## src/rtl/trace_seq_pkg.sv

```systemverilog
package trace_seq_pkg;

  typedef enum logic [1:0] {
    CMD_NONE   = 2'd0,
    CMD_START  = 2'd1,
    CMD_STOP   = 2'd2,
    CMD_FREEZE = 2'd3
  } trc_cmd_e;

  // bit0 start ... bit5 debug interrupt
  typedef struct packed {
    logic dbg_cpu;
    logic dbg_pin;
    logic clr_use;
    logic freeze;
    logic stop;
    logic start;
  } act_t;

  localparam int ACT_W = $bits(act_t);

endpackage

```

## src/rtl/trace_seq_unit.sv

```systemverilog
module trace_seq_unit #(
  parameter int SEL_W  = 4,
  parameter int STAGES = 4
) (
  input  logic                      clk,
  input  logic                      rst,
  input  logic [STAGES*SEL_W-1:0]   sel_i,
  input  logic [(1<<SEL_W)-1:0]     evt_i,
  output logic                      done_o
);
  localparam int STG_W = (STAGES > 1) ? $clog2(STAGES) : 1;
  localparam logic [SEL_W-1:0] IGN = '1;

  logic [SEL_W-1:0] sel_f [STAGES];
  logic [STAGES-1:0] tail_ign;
  logic [STG_W-1:0] stage_q;
  logic [SEL_W-1:0] cur_sel;
  logic first_ign, hit;

  // first event sits in the most significant field
  for (genvar k = 0; k < STAGES; k++) begin : g_field
    assign sel_f[k] = sel_i[(STAGES-1-k)*SEL_W +: SEL_W];
    if (k < STAGES-1) begin : g_mid
      assign tail_ign[k] = (sel_i[(STAGES-2-k)*SEL_W +: SEL_W] == IGN);
    end else begin : g_last
      assign tail_ign[k] = 1'b1;
    end
  end

  always_comb begin
    cur_sel   = sel_f[stage_q];
    first_ign = (sel_f[0] == IGN);
    hit       = first_ign | ((cur_sel != IGN) & evt_i[cur_sel]);
    done_o    = hit & (first_ign | tail_ign[stage_q]);
  end

  always_ff @(posedge clk) begin
    if (rst)         stage_q <= '0;
    else if (done_o) stage_q <= '0;
    else if (hit)    stage_q <= stage_q + 1'b1;
  end

  AST_RESTART_AFTER_DONE: assert property (@(posedge clk) disable iff (rst)
    done_o |=> (stage_q == '0));
  AST_WAIT_NO_MATCH: assert property (@(posedge clk) disable iff (rst)
    !hit |=> $stable(stage_q));
endmodule

```

## src/rtl/trace_seq_merge.sv

```systemverilog
module trace_seq_merge
  import trace_seq_pkg::*;
#(
  parameter int N = 8
) (
  input  logic             clk,
  input  logic             rst,
  input  logic [N*ACT_W-1:0] act_i,
  input  logic [N-1:0]     done_i,
  output trc_cmd_e         cmd_o,
  output logic             clr_o,
  output logic             pin_req_o,
  output logic             irq_req_o
);
  logic any_start, any_stop, any_frz, any_clr;
  trc_cmd_e cmd_d;

  always_comb begin
    act_t a;
    any_start = 1'b0; any_stop = 1'b0; any_frz = 1'b0; any_clr = 1'b0;
    pin_req_o = 1'b0; irq_req_o = 1'b0;
    for (int i = 0; i < N; i++) begin
      a = act_t'(act_i[i*ACT_W +: ACT_W]);
      if (done_i[i]) begin
        any_start |= a.start;
        any_stop  |= a.stop;
        any_frz   |= a.freeze;
        any_clr   |= a.clr_use;
        pin_req_o |= a.dbg_pin;
        irq_req_o |= a.dbg_cpu;
      end
    end
    if (any_frz)        cmd_d = CMD_FREEZE;
    else if (any_stop)  cmd_d = CMD_STOP;
    else if (any_start) cmd_d = CMD_START;
    else                cmd_d = CMD_NONE;
  end

  always_ff @(posedge clk) begin
    if (rst) begin
      cmd_o <= CMD_NONE;
      clr_o <= 1'b0;
    end else begin
      cmd_o <= cmd_d;
      clr_o <= any_clr;
    end
  end

  AST_FREEZE_WINS: assert property (@(posedge clk) disable iff (rst)
    any_frz |=> (cmd_o == CMD_FREEZE));
  AST_STOP_OVER_START: assert property (@(posedge clk) disable iff (rst)
    (any_stop && !any_frz) |=> (cmd_o == CMD_STOP));
  AST_CLEAR_MERGED: assert property (@(posedge clk) disable iff (rst)
    any_clr |=> clr_o);
endmodule

```

## src/rtl/trace_seq_signal.sv

```systemverilog
module trace_seq_signal #(
  parameter int PULSE_LEN = 10
) (
  input  logic clk,
  input  logic rst,
  input  logic pin_req_i,
  input  logic irq_req_i,
  input  logic rd_i,
  output logic pin_n_o,
  output logic irq_o
);
  localparam int CNT_W = $clog2(PULSE_LEN + 1);
  localparam logic [CNT_W-1:0] LOAD = CNT_W'(PULSE_LEN);

  logic [CNT_W-1:0] cnt_q, cnt_d;

  always_comb begin
    if (pin_req_i)        cnt_d = LOAD;
    else if (cnt_q != '0) cnt_d = cnt_q - 1'b1;
    else                  cnt_d = '0;
  end

  always_ff @(posedge clk) begin
    if (rst) begin
      cnt_q   <= '0;
      pin_n_o <= 1'b1;
      irq_o   <= 1'b0;
    end else begin
      cnt_q   <= cnt_d;
      pin_n_o <= (cnt_d == '0);
      if (irq_req_i)  irq_o <= 1'b1;
      else if (rd_i)  irq_o <= 1'b0;
    end
  end

  // checker: length of the current low run on the pin
  logic [CNT_W:0] low_run;
  always_ff @(posedge clk) begin
    if (rst || pin_req_i) low_run <= '0;
    else if (!pin_n_o)    low_run <= low_run + 1'b1;
    else                  low_run <= '0;
  end

  AST_PULSE_ENDS: assert property (@(posedge clk) disable iff (rst)
    (low_run == (CNT_W+1)'(PULSE_LEN)) |-> pin_n_o);
  AST_PULSE_STARTS: assert property (@(posedge clk) disable iff (rst)
    pin_req_i |=> !pin_n_o);
  AST_IRQ_STICKY: assert property (@(posedge clk) disable iff (rst)
    (irq_o && !rd_i) |=> irq_o);
  AST_IRQ_SET: assert property (@(posedge clk) disable iff (rst)
    irq_req_i |=> irq_o);
endmodule

```

## src/rtl/trace_seq_bank.sv

```systemverilog
module trace_seq_bank
  import trace_seq_pkg::*;
#(
  parameter int NUM_SEQ   = 8,
  parameter int SEL_W     = 4,
  parameter int STAGES    = 4,
  parameter int PULSE_LEN = 10
) (
  input  logic                        clk,
  input  logic                        rst,
  input  logic [NUM_SEQ*STAGES*SEL_W-1:0] seq_sel_i,
  input  logic [NUM_SEQ*ACT_W-1:0]    seq_act_i,
  input  logic [(1<<SEL_W)-1:0]       evt_i,
  input  logic                        cfg_rd_i,
  output logic [1:0]                  trc_cmd_o,
  output logic                        clr_use_o,
  output logic                        dbg_pin_n_o,
  output logic                        dbg_irq_o
);
  localparam int WORD_W = STAGES * SEL_W;

  logic [NUM_SEQ-1:0] done;
  trc_cmd_e cmd;
  logic pin_req, irq_req;

  for (genvar n = 0; n < NUM_SEQ; n++) begin : g_seq
    trace_seq_unit #(.SEL_W(SEL_W), .STAGES(STAGES)) u_unit (
      .clk    (clk),
      .rst    (rst),
      .sel_i  (seq_sel_i[n*WORD_W +: WORD_W]),
      .evt_i  (evt_i),
      .done_o (done[n])
    );
  end

  trace_seq_merge #(.N(NUM_SEQ)) u_merge (
    .clk       (clk),
    .rst       (rst),
    .act_i     (seq_act_i),
    .done_i    (done),
    .cmd_o     (cmd),
    .clr_o     (clr_use_o),
    .pin_req_o (pin_req),
    .irq_req_o (irq_req)
  );

  trace_seq_signal #(.PULSE_LEN(PULSE_LEN)) u_signal (
    .clk       (clk),
    .rst       (rst),
    .pin_req_i (pin_req),
    .irq_req_i (irq_req),
    .rd_i      (cfg_rd_i),
    .pin_n_o   (dbg_pin_n_o),
    .irq_o     (dbg_irq_o)
  );

  assign trc_cmd_o = cmd;

  AST_RESET_IDLE: assert property (@(posedge clk)
    $past(rst) |-> (trc_cmd_o == 2'd0 && !clr_use_o && dbg_pin_n_o && !dbg_irq_o));
endmodule

```

## config.mk

```make
export PLATFORM = sky130hd
export DESIGN_NAME = trace_seq_bank
export DESIGN_NICKNAME = d
export VERILOG_FILES = /design/src/rtl/trace_seq_pkg.sv /design/src/rtl/trace_seq_unit.sv /design/src/rtl/trace_seq_merge.sv /design/src/rtl/trace_seq_signal.sv /design/src/rtl/trace_seq_bank.sv
export SDC_FILE = /design/constraint.sdc
export NUM_CORES = 1
export LEC_CHECK = 0
export BUFFER_PORTS_ARGS = -buffer_cell sky130_fd_sc_hd__buf_2
export CORE_ASPECT_RATIO = 1.2
export CORE_MARGIN = 2
export CORE_UTILIZATION = 47
export CTS_CLUSTER_SIZE = 40
export DETAILED_ROUTE_END_ITERATION = 12
export PLACE_DENSITY = 0.82
export SYNTH_ARGS = -nofsm -noshare
export SYNTH_HDL_FRONTEND = slang
export SYNTH_SLANG_ARGS = --single-unit
export TNS_END_PERCENT = 30
```

## constraint.sdc

```tcl
create_clock -name clk -period 3.2 [get_ports clk]
set_input_delay 0.32 -clock clk [delete_from_list [all_inputs] [get_ports clk]]
set_output_delay 0.32 -clock clk [all_outputs]
set_load 0.1 [all_outputs]
```

==> results.toml <==
[status]
status = "complete, no violations"

[cells_and_area]
diodes = 0
area_delta_synth_final_pct = 29.8
seq_area_um2 = 505
fill_cells = 732
drive_above_1_share = 0.425
finalNetCount = 839
multi_input_area_um2 = 3300

[drt]
wl_um = 14100
drc = 0
drtPass1Iterations = 5
dr.first_iter.drc_count = 279
vias = 4863
postRouteAntennaNets = 0
avgRoutedWirePerCell_um = 18.7
vias_per_cell = 6.42

[worst_setup_path]
critPathLaunchType = "flip-flop"
slowest_delay_ps = 630
arrival_ps = 3290
cp.required_ps = 3420
reg2reg_slack_ps = 130
worst_setup_path_end_kind = "flip-flop"
cp_common_cell = "mux4_2"
path_cells = "mux4_2 -> nand2b_1 -> mux4_2 -> and2_1 -> nor4b_4 -> a221oi_1 -> and3_1 -> a31o_1 -> a21oi_1"
crit_slowest_cell = "mux4_2"
crit_path_max_fanout = 8
path_class = "reg -> reg"

[synth]
synth.distinct_cells = 64
syn_avg_cell_area_um2 = 8.54
synth-edff-count = 0
yosysMostFrequentCell = "mux2i_1"
yosys-mux-area-fraction = 0.347
synth.area.top_cells = "mux4_2 18%, mux2i_1 13%, dfxtp_1 13%"
synth-xor-area-share = 0.0222
seq_area_frac_synth = 0.127
synth_ff_type = "dfxtp_1"
synth_area_leader_cell = "mux4_2"
synth_fa_ha_area_frac = 0
synth_top_family_by_area = "multiplexers"
ys_async_sr_fraction = 0
ys_ff_latch = 25
ys_warn_count = 0
synth_compound_area_frac = 0.197
synth_common_cells = "53 x mux2i_1, 32 x nand2_1, 31 x mux4_2, 30 x nor2_1, 25 x dfxtp_1"
synth_nets = 658
syn_inst = 463
yosysTopAreaCellShare = 0.177
netlist_area_um2 = 3950
synthSimpleGateAreaFrac = 0.256

[floorplanning]
ioPinCount = 200
die_w_um = 87.7
core_um2 = 8150
rows = 36
dieArea_um2 = 9160
initial_core_util = 0.485
chipHeight_um = 104

[sta]
final.period_utilization = 0.960
setup_violations = 0
relSlewSlack = 0.232
fmax_mhz = 325
finalMaxSlewViolations = 0
whs_ps = 352
setup_slack_ps = 127
period_needed_ps = 3070
worst_pin_slew_ps = 1140
rsz0062_at_grt = "yes"
finalClockSkew_ps = 6.25
hold_viol = 0
fin_setup_tns_ps = 0

[global_route]
gr-usage-met1 = 0.347
grt_usage = 0.296
use_met3 = 0.0405
grt_util_met2 = 0.521
overflow = 0
grt_max_degree = 23
grt_pass1_wl_um = 21800
antenna_found_initial = 0
top_usage_layer = "met2"
grt_pass1_vias = 4734

[cts]
worstSkewPairLatency_ps = 280
cts_buffers = 3
clk_path_buf_depth = 2
cts_tree = "yes"
hold_buffers = 0
htreeDepth = 1
clkSlewWorstSetupHoldPaths_ps = 110
clock-sinks = 25
root_buffer = "clkbuf_8"

[placed_design]
portBuffers = 198
place.gp.congestion = 0.973
dpl_worst_slack_ps = 47.7
dp_hpwl_um = 11500

[pwr]
power.density_nw_per_um2 = 664
worst_ir_drop_vdd_v = 0.000697
p_leak_uw = 0.00229

[run]
drv_cap = 0

[worst_hold_path]
hold_class = "in -> reg"
layer usage:
metal | wire (um) | share of wire
met5 | 0 | 0
met3 | 1110 | 0.079
met1 | 5400 | 0.38
met4 | 515 | 0.036
met2 | 7100 | 0.50
logic make-up (layout without fill, tap and decap cells):
family | count (synthesis) | count (layout)
AOI/OAI and AO/OA | 107 | 107
xor gates and xnor gates | 10 | 10
buffers and inverters | 48 | 227
muxes | 94 | 95
and+or+nand+nor | 179 | 179
DFF | 25 | 25
path summary, 6_finish.rpt:
path	start	endpoint	depth (start not counted)
hold / removal	seq_act_i[27]	u_merge.clr_o$_SDFF_PP0_	3
setup reg to reg	g_seq[1].u_unit.stage_q[0]$_SDFFE_PP0P_	u_merge.cmd_o[0]$_SDFF_PP0_	9
hold reg to reg	u_signal.cnt_q[3]$_SDFF_PP0_	u_signal.cnt_q[3]$_SDFF_PP0_	2
setup / recovery	g_seq[1].u_unit.stage_q[0]$_SDFFE_PP0P_	u_merge.cmd_o[0]$_SDFF_PP0_	9
cell usage in the layout, fill, tap and decap left out, types with 7 or more instances in the layout:
cell type	count
or2_2	9
mux2i_1	53
nor2b_1	12
nand4_1	14
buf_2	198
nand3_1	13
o21ai_0	15
nor3_1	16
and3_1	8
a21oi_1	11
inv_1	11
mux4_2	31
xor2_1	7
a22oi_1	14
nand2b_1	10
dfxtp_1	21
buf_4	14
nand2_1	32
o22ai_1	10
nor2_1	30
and4_1	9
sequential cells by signal, indices dropped and copies added, names as in the netlist:
signal	cells
u_merge.clr_o	1
u_signal.pin_n_o	1
u_signal.irq_o	1
u_signal.cnt_q	4
g_seq.u_unit.stage_q	16
u_merge.cmd_o	2
cell type report:
type / count / area share
Inverter: 11 / 0.00804
Clock buffer: 3 / 0.00804
Clock inverter: 1 / 0.00146
Sequential cell: 25 / 0.0985
Timing Repair Buffer: 212 / 0.214
Multi-Input combinational cell: 391 / 0.643
Tap cell: 114 / 0.0278
per-stage QoR:
stage                     instances  instance area, um^2  utilization  power (uW)
after global placement          752                 5030        0.617        3040
final                           757                 5130        0.630        3410
after detailed placement        752                 5030        0.617        3120
after CTS                       756                 5080        0.623        3330
after floorplan                 463                 3950            -        2570
after global routing            757                 5130        0.630        3660
report_power, final:
group | leakage [uW] | internal [uW] | switching [uW]
Clock | 0.0000217 | 88.8 | 123
Sequential | 0.000208 | 442 | 208
Combinational | 0.00206 | 1190 | 1350
Total | 0.00229 | 1720 | 1680
worst max-delay path: cells and delay by family, from the launching register on:
family / cells / cell delay [ps]
flip-flops: 1 / 380
AND/OR/NAND/NOR: 4 / 1090
AO/OA/AOI/OAI: 3 / 450
multiplexers: 2 / 1100
what timing repair did:
item / CTS / global route
buffers inserted: 0 / 0
resized for setup: 0 / 10
setup endpoints to repair: 0 / 7
Note: power is estimated with default switching activity, not from simulation.
